### src/rtl/pcpwm_pkg.sv
// Package: shared types and the divider lookup for the PWM timer.
// Assumes the prescaler counter is at least 10 bits wide to reach 1023.
package pcpwm_pkg;

    typedef enum logic [2:0] {
        PS_OFF     = 3'd0,
        PS_DIV1    = 3'd1,
        PS_DIV8    = 3'd2,
        PS_DIV32   = 3'd3,
        PS_DIV64   = 3'd4,
        PS_DIV128  = 3'd5,
        PS_DIV256  = 3'd6,
        PS_DIV1024 = 3'd7
    } presc_sel_e;

    // Returns the terminal prescaler count (division ratio minus one).
    function automatic int unsigned presc_limit(presc_sel_e s);
        case (s)
            PS_DIV1:    return 0;
            PS_DIV8:    return 7;
            PS_DIV32:   return 31;
            PS_DIV64:   return 63;
            PS_DIV128:  return 127;
            PS_DIV256:  return 255;
            PS_DIV1024: return 1023;
            default:    return 0;
        endcase
    endfunction

endpackage

### src/rtl/pcpwm_prescaler.sv
// Module: pcpwm_prescaler
// Emits a one-clock tick once every N clocks, with N picked by sel.
// sel of zero stops the tick and holds the counter at zero.
// Assumes PRE_W is wide enough for the largest limit (10 bits).
module pcpwm_prescaler
    import pcpwm_pkg::*;
#(
    parameter int PRE_W = 10
) (
    input  logic       clk,
    input  logic       rst_n,
    input  logic [2:0] sel,
    output logic       tick
);

    logic [PRE_W-1:0] pre_q;
    logic [PRE_W-1:0] limit;

    assign limit = PRE_W'(presc_limit(presc_sel_e'(sel)));
    // The >= compare also ends a count left above a newly lowered limit.
    assign tick  = (sel != 3'd0) && (pre_q >= limit);

    // Purpose: free-running divide counter, restarted on every tick.
    always_ff @(posedge clk) begin
        if (!rst_n)
            pre_q <= '0;
        else if (sel == 3'd0 || tick)
            pre_q <= '0;
        else
            pre_q <= pre_q + 1'b1;
    end

endmodule

### src/rtl/pcpwm_counter.sv
// Module: pcpwm_counter
// Up/down counter that turns around at zero and at all-ones.
// heading_up gives the direction of the next step from the present count.
// Assumes tick is a single-cycle enable.
module pcpwm_counter #(
    parameter int CNT_W = 8
) (
    input  logic             clk,
    input  logic             rst_n,
    input  logic             tick,
    output logic [CNT_W-1:0] count,
    output logic             heading_up
);

    localparam logic [CNT_W-1:0] TOP = '1;

    logic dir_up_q;

    // Purpose: work out the next step direction, reversing at either end.
    always_comb begin
        if (count == '0)
            heading_up = 1'b1;
        else if (count == TOP)
            heading_up = 1'b0;
        else
            heading_up = dir_up_q;
    end

    // Purpose: step the count and remember the direction on each tick.
    always_ff @(posedge clk) begin
        if (!rst_n) begin
            count    <= '0;
            dir_up_q <= 1'b1;
        end else if (tick) begin
            dir_up_q <= heading_up;
            count    <= heading_up ? count + 1'b1 : count - 1'b1;
        end
    end

endmodule

### src/rtl/pcpwm_wavegen.sv
// Module: pcpwm_wavegen
// Holds the compare value (written by the host, loaded at the top of the
// count), drives the non-inverted output level, and keeps the sticky flags.
// Assumes count and heading_up come from pcpwm_counter, and that tick
// is the same enable that moves the count.
module pcpwm_wavegen #(
    parameter int CNT_W = 8
) (
    input  logic             clk,
    input  logic             rst_n,
    input  logic             tick,
    input  logic [CNT_W-1:0] count,
    input  logic             heading_up,
    input  logic             cmp_wr,
    input  logic [CNT_W-1:0] cmp_wdata,
    input  logic [1:0]       flag_clr,
    output logic             level,
    output logic [CNT_W-1:0] ocr_act,
    output logic             ovf_flag,
    output logic             cmp_flag
);

    localparam logic [CNT_W-1:0] TOP  = '1;
    localparam logic [CNT_W-1:0] ONE  = CNT_W'(1);

    logic [CNT_W-1:0] ocr_buf;
    logic [CNT_W-1:0] ocr_eff;
    logic             at_top;
    logic             match;
    logic             hit_bottom;

    assign at_top     = (count == TOP);
    assign ocr_eff    = at_top ? ocr_buf : ocr_act;
    assign match      = tick && (count == ocr_eff);
    assign hit_bottom = tick && !heading_up && (count == ONE);

    // Purpose: holding register written by the host at any time.
    always_ff @(posedge clk) begin
        if (!rst_n)
            ocr_buf <= '0;
        else if (cmp_wr)
            ocr_buf <= cmp_wdata;
    end

    // Purpose: working compare, loaded only on the tick at the top.
    always_ff @(posedge clk) begin
        if (!rst_n)
            ocr_act <= '0;
        else if (tick && at_top)
            ocr_act <= ocr_buf;
    end

    // Purpose: output level: low on an upward match, high on a downward one, fixed at bottom.
    always_ff @(posedge clk) begin
        if (!rst_n)
            level <= 1'b0;
        else if (tick) begin
            if (count == '0)
                level <= (ocr_eff != '0);
            else if (count == ocr_eff)
                level <= !heading_up;
        end
    end

    // Purpose: sticky bottom-reached flag; a set wins over a clear.
    always_ff @(posedge clk) begin
        if (!rst_n)
            ovf_flag <= 1'b0;
        else if (hit_bottom)
            ovf_flag <= 1'b1;
        else if (flag_clr[0])
            ovf_flag <= 1'b0;
    end

    // Purpose: sticky compare-match flag; a set wins over a clear.
    always_ff @(posedge clk) begin
        if (!rst_n)
            cmp_flag <= 1'b0;
        else if (match)
            cmp_flag <= 1'b1;
        else if (flag_clr[1])
            cmp_flag <= 1'b0;
    end

endmodule

### src/rtl/pcpwm_timer.sv
// Module: pcpwm_timer (top)
// Phase-correct PWM timer: prescaler, up/down counter and waveform generator.
// The polarity select is applied last, so it acts without waiting for a clock.
// Assumes one clock domain and a synchronous active-low reset.
module pcpwm_timer #(
    parameter int CNT_W = 8,
    parameter int PRE_W = 10
) (
    input  logic             clk,
    input  logic             rst_n,
    input  logic [2:0]       presc_sel,
    input  logic             cmp_wr,
    input  logic [CNT_W-1:0] cmp_wdata,
    input  logic             invert,
    input  logic [1:0]       flag_clr,
    output logic             wave_out,
    output logic [CNT_W-1:0] count_out,
    output logic             ovf_flag,
    output logic             cmp_flag
);

    logic             tick;
    logic [CNT_W-1:0] count;
    logic             heading_up;
    logic             level;
    logic [CNT_W-1:0] ocr_act;

    pcpwm_prescaler #(.PRE_W(PRE_W)) presc_i (
        .clk   (clk),
        .rst_n (rst_n),
        .sel   (presc_sel),
        .tick  (tick)
    );

    pcpwm_counter #(.CNT_W(CNT_W)) cnt_i (
        .clk        (clk),
        .rst_n      (rst_n),
        .tick       (tick),
        .count      (count),
        .heading_up (heading_up)
    );

    pcpwm_wavegen #(.CNT_W(CNT_W)) wave_i (
        .clk        (clk),
        .rst_n      (rst_n),
        .tick       (tick),
        .count      (count),
        .heading_up (heading_up),
        .cmp_wr     (cmp_wr),
        .cmp_wdata  (cmp_wdata),
        .flag_clr   (flag_clr),
        .level      (level),
        .ocr_act    (ocr_act),
        .ovf_flag   (ovf_flag),
        .cmp_flag   (cmp_flag)
    );

    assign count_out = count;
    assign wave_out  = level ^ invert;

endmodule

### config.mk
export PLATFORM = sky130hd
export DESIGN_NAME = pcpwm_timer
export DESIGN_NICKNAME = d
export VERILOG_FILES = /design/src/rtl/pcpwm_pkg.sv /design/src/rtl/pcpwm_prescaler.sv /design/src/rtl/pcpwm_counter.sv /design/src/rtl/pcpwm_wavegen.sv /design/src/rtl/pcpwm_timer.sv
export SDC_FILE = /design/constraint.sdc
export NUM_CORES = 1
export LEC_CHECK = 0
export CELL_PAD_IN_SITES_DETAIL_PLACEMENT = 0
export CELL_PAD_IN_SITES_GLOBAL_PLACEMENT = 1
export CORE_UTILIZATION = 39
export DETAILED_ROUTE_END_ITERATION = 8
export PLACE_DENSITY_LB_ADDON = 0.1
export SYNTH_ARGS = -nofsm -noshare
export SYNTH_HDL_FRONTEND = slang
export SYNTH_SLANG_ARGS = --single-unit
### constraint.sdc
create_clock -name clk -period 4.4 [get_ports clk]
set_input_delay 0.66 -clock clk [delete_from_list [all_inputs] [get_ports clk]]
set_output_delay 0.66 -clock clk [all_outputs]
set_load 0.01 [all_outputs]
### Word level (Yosys, flattened, before mapping)

Index checks and enable logic that the tools add are counted.

* add/sub/neg operators: 3
* $lt $le $gt $ge: 1
* equality and inequality tests: 9
* muxes and demuxes: 11
* bitwise gates (word level): 2
* reduce and logical (&&, ||, !) cells: 16

Operators with widths (count)
* $pmux 10 s6: 1
* $mux 8: 2
* $eq 3x3->1 const B: 4
* $add 10x1->10 const B: 1
* $ge 10x10->1: 1
* $add 8x1->8 const B: 1
* $eq 8x1->1 const B: 1
* $eq 8x8->1: 1
* $eq 8x8->1 const B: 1
* $logic_not 8->1: 1
* $mux 1: 8
* $reduce_bool 8->1: 1
* $sub 8x1->8 const B: 1
* $eq 3x2->1 const B: 2
* $reduce_bool 2->1: 3
* $logic_and 1x1->1: 5
* $logic_not 3->1: 1
* $reduce_bool 3->1: 1
* $reduce_and 2->1: 1
* $reduce_or 2->1: 1
* $logic_not 1->1: 1
* $logic_or 1x1->1: 1
* $not 1->1: 1
* $xor 1x1->1: 1

* bits in registers: 38
* logic and storage cells: 50

### Logic depth before layout (Yosys ltp)

* word-level depth: 7
* mapped depth: 11

### Modules after synthesis

A second synthesis with hierarchy kept.

* cells, all modules: 274
* area total of the unflattened synthesis: 2449.8 um^2

Modules (own cells, without submodules)
* pcpwm_wavegen: instances 1, cells an instance 118, area an instance 1046.0 um^2, sequential area each 380.4 um^2
* pcpwm_prescaler: instances 1, cells an instance 78, area an instance 737.0 um^2, sequential area each 200.2 um^2
* pcpwm_counter: instances 1, cells an instance 77, area an instance 658.1 um^2, sequential area each 180.2 um^2
* pcpwm_timer: instances 1, cells an instance 1, area an instance 8.8 um^2, sequential area each 0.0 um^2

### Least setup slack after synthesis

Ideal clock, no wire load.

* kind: input -> register
* start: in presc_sel[2]
* end: reg wave_i.ocr_act[0]
* library setup time: 0.116 ns
* data arrival time: 2.472 ns
* required time: 4.284 ns
* slack: 1.812 ns
* cell stages on the path: 10
* cell sequence: or2_2 > ha_1 > nand2b_1 > a211oi_1 > nor3b_1 > o21ai_1 > nand2b_1 > buf_2 > mux2i_1 > nor2b_1

* cells in the longest elaborated chain, start to end: 5

RTL lines
* start: declaration: line pcpwm_timer.sv:11 `input logic [2:0] presc_sel,`
* $eq 3x3->1 / $eq 3x2->1 (equally long branches): line pcpwm_pkg.sv:18 `case (s)`
* $pmux 10 s6: line pcpwm_pkg.sv:18
* $ge 10x10->1: line pcpwm_prescaler.sv:21 `assign tick = (sel != 3'd0) && (pre_q >= limit);`
* $logic_and 1x1->1 *: line pcpwm_prescaler.sv:21
* $logic_and 1x1->1 *: line pcpwm_wavegen.sv:49 `else if (tick && at_top)`
* end signal: assignment: line pcpwm_wavegen.sv:50 `ocr_act <= ocr_buf;`
* end: declaration: line pcpwm_wavegen.sv:18 `output logic [CNT_W-1:0] ocr_act,`

Every way passes the cells marked *; elsewhere a longest branch is shown, timed or not.
A chain may end at the register's enable or synchronous reset.

### Worst setup path after layout

* start: in presc_sel[2]
* end: reg wave_i.ocr_act[1]

The elaborated chain is that of the path after synthesis.

==> impl_metrics.env <==
export IMPL_status="finished, final reports clean"
export IMPL_cts_sinks=38
export IMPL_vdd_drop_max_mv=0.135
export IMPL_yosysTopAreaCell="dfxtp_1"
export IMPL_grt_pass1_wl_um=8080
export IMPL_ant_nets=0
export IMPL_fin_util_pct=48.4
export IMPL_layout_nets=306
export IMPL_start_util_pct=40.3
export IMPL_synth_distinct_cells=47
export IMPL_row_count=27
export IMPL_power_static_leakage_uw=0.00112
export IMPL_ff_latch_area_um2=761
export IMPL_hold_violations=0
export IMPL_start_kind="input pin"
export IMPL_fin_skew_ns=0.00720
export IMPL_clockPowerShare_pct=42.7
export IMPL_vias=1775
export IMPL_port_buffer_count=27
export IMPL_ios=28
export IMPL_area_growth_pct=20.1
export IMPL_fillCellCount=550
export IMPL_cts_resized_gates=0
export IMPL_timing_final_max_slew_violations=0
export IMPL_setup_tns_ns=0
export IMPL_power_switching_uw=152
export IMPL_antenna_found_initial=0
export IMPL_synth_flop_cell="dfxtp_1"
export IMPL_ys_seq_elements=38
export IMPL_combPwrFrac_pct=7.4
export IMPL_maxUsedRoutingLayer="met4"
export IMPL_drc_errors=0
export IMPL_power_uw=715
export IMPL_clk_path_buf_depth=2
export IMPL_viasPerCell=5.12
export IMPL_holdWs_ns=0.475
export IMPL_rsz0062_at_grt="no"
export IMPL_dr_wl_met3_um=146
export IMPL_period_needed_ns=3.18
export IMPL_power_density_mw_per_mm2=268
export IMPL_multi_input_area_mm2=0.00137
export IMPL_synth_seq_area_share_pct=34.3
export IMPL_dp_cells=340
export IMPL_grt_pass1_vias=1666
export IMPL_drt_wirelength_per_cell_um=13.5
export IMPL_syn_inst=248
export IMPL_hold_path_class="register to register"
export IMPL_first_pass_iters=4
export IMPL_fmax_ghz=0.315
export IMPL_cap_violations=0
export IMPL_root_buffer="clkbuf_8"
export IMPL_holdBufCountCts=0
export IMPL_synth_edf_count=0
export IMPL_grt_ovfl_total=0
export IMPL_clk_latency_ns=0.29
export IMPL_switching_share_pct=21.3
export IMPL_netlist_area_mm2=0.00222
export IMPL_synth_area_leaders="dfxtp_1, mux2i_1, ha_1"
export IMPL_yosys_warnings=0
export IMPL_path_max_fanout=15
export IMPL_drive_gt1_share_pct=6.91
export IMPL_cts_max_level=2
export IMPL_drtIter0Drc=119
export IMPL_die_area_mm2=0.00600
export IMPL_cts_tree="done"
export IMPL_synth_top_area_share_pct=34.3
export IMPL_diodes=0
export IMPL_async_flop_share_pct=0
export IMPL_required_ns=4.58
export IMPL_dp_hpwl_um=3380
export IMPL_met1_length_um=2320
export IMPL_die_y_um=77.5
export IMPL_final_cells=347
export IMPL_finalCritPeriodShare_pct=72.2
export IMPL_core_mm2=0.00551
export IMPL_drt_total_wl_um=4690
export IMPL_cts_buffers_inserted=5
export IMPL_dr_wl_met2_um=2130
export IMPL_finalSetupViolations=0
export IMPL_maxSlewHeadroom_pct=40.1
export IMPL_end_kind="register"
export IMPL_syn_nets=279
export IMPL_post_cts_buffers=0
export IMPL_die_width_um=77.5
export IMPL_p_int_uw=562
export IMPL_p_seq_share_pct=50.0
export IMPL_grt_max_degree=31
export IMPL_path_clk_slew_ns=0.07
export IMPL_grt_util_all_layers_pct=17.1
export IMPL_gp_congestion=0.799
export IMPL_syn_area_per_cell_um2=8.96
export IMPL_worst_slew_pin_slew_ns=0.896
export IMPL_worstPathArrival_ns=3.36
export IMPL_path_class="input pin to register"
-- critical path: stages --
cell and delay, ns:
clkdlybuf4s50_1 0.50, or2_2 0.34, ha_1 0.27, nand2b_1 0.14, a211oi_1 0.23, nor3b_1 0.09, o21ai_1 0.13, buf_4 0.22
nand2b_1 0.48, mux2i_1 0.24, nor2b_1 0.06
-- synth_stat cells, drive strengths merged, types with 2 or more instances --
| cell | instances |
|---|---|
| nor2b | 16 |
| o31ai | 2 |
| nor4 | 5 |
| o21ai | 7 |
| nor3 | 5 |
| nand2b | 4 |
| inv | 15 |
| nand4 | 3 |
| xnor2 | 13 |
| or4 | 2 |
| buf | 4 |
| and2 | 8 |
| o221ai | 4 |
| nor2 | 17 |
| nor3b | 2 |
| dfxtp | 38 |
| nand2 | 14 |
| nand3 | 12 |
| xor2 | 7 |
| a211oi | 3 |
| a21oi | 11 |
| ha | 14 |
| or3 | 2 |
| mux2i | 21 |
| o22ai | 3 |
| clkbuf | 4 |
-- worst paths after layout --
check / slack (ns) / cells after the start / from / end
max: 1.22 / 11 / presc_sel[2] / wave_i.ocr_act[1]
max reg2reg: 1.67 / 8 / cnt_i.count[0] / wave_i.level
min reg2reg: 0.47 / 1 / presc_i.pre_q[0] / presc_i.pre_q[0]
min: 0.47 / 1 / presc_i.pre_q[0] / presc_i.pre_q[0]
-- layout make-up --
type	count	area share [%]
multi-input cells	187	51.3
inverters	15	2.11
repair buffers	28	10.4
clock inverters	1	1.13
clock buffers	6	3.10
flip-flops and latches	38	28.5
well taps	72	3.38
-- state kept, by name (all words and copies together) (netlist names) --
register and flops:
wave_i.level 1, wave_i.ovf_flag 1, cnt_i.count 8, wave_i.cmp_flag 1, cnt_i.dir_up_q 1, wave_i.ocr_buf 8
wave_i.ocr_act 8, presc_i.pre_q 10
-- placed cells by master, fill, tap and decap left out, types with 2 or more instances in the layout --
cell,Yosys,final
inv_1,15,15
nor4_1,4,4
or4_1,2,2
nor2_1,16,16
o221ai_1,4,4
o21ai_0,5,5
xnor2_1,13,13
xor2_1,7,7
o22ai_1,3,3
o31ai_1,2,2
nand3_1,11,11
clkdlybuf4s50_1,0,27
nand2_1,13,13
nand2b_1,4,4
dfxtp_1,38,38
a211oi_1,2,2
nand4_1,2,2
a21oi_1,10,10
mux2i_1,21,21
ha_1,14,14
clkbuf_8,0,6
nor3_1,5,5
nor2b_1,16,16
and2_1,8,8
or3_1,2,2
nor3b_1,2,2
-- metrics by stage --
stage | setup WS (ns) | area [µm²]
finish | 1.22 | 2670
global route | 0.924 | 2670
CTS | 1.21 | 2670
detailed placement | 0.906 | 2550
global placement | 0.970 | 2550
floorplan | 1.81 | 2220
-- power groups by stage --
stage                     sequential, µW  combinational (µW)  clock (µW)
after floorplan                      363                30.8           0
after global placement               365                53.7           0
after detailed placement             365                53.4           0
after CTS                            357                54.0         313
after global routing                 358                60.1         327
final                                357                52.8         305
-- cell families after synthesis --
logic type	count (synthesis)	share of synthesized area (%)
AO/OA/AOI/OAI	38	12.2
XOR/XNOR	20	7.89
flip-flops	38	34.3
adder cells (fa/ha/maj)	14	7.89
multiplexers	21	9.46
AND/OR/NAND/NOR	94	24.2
buffers and inverters	23	4.11
-- metal layers --
layer / track usage, % / up-vias
li1: - / 927
met1: 22.3 / 808
met2: 27.0 / 32
met3: 4.00 / 8
met4: 6.79 / 0
met5: 0 / -
Note: power is estimated with default switching activity, not from simulation.
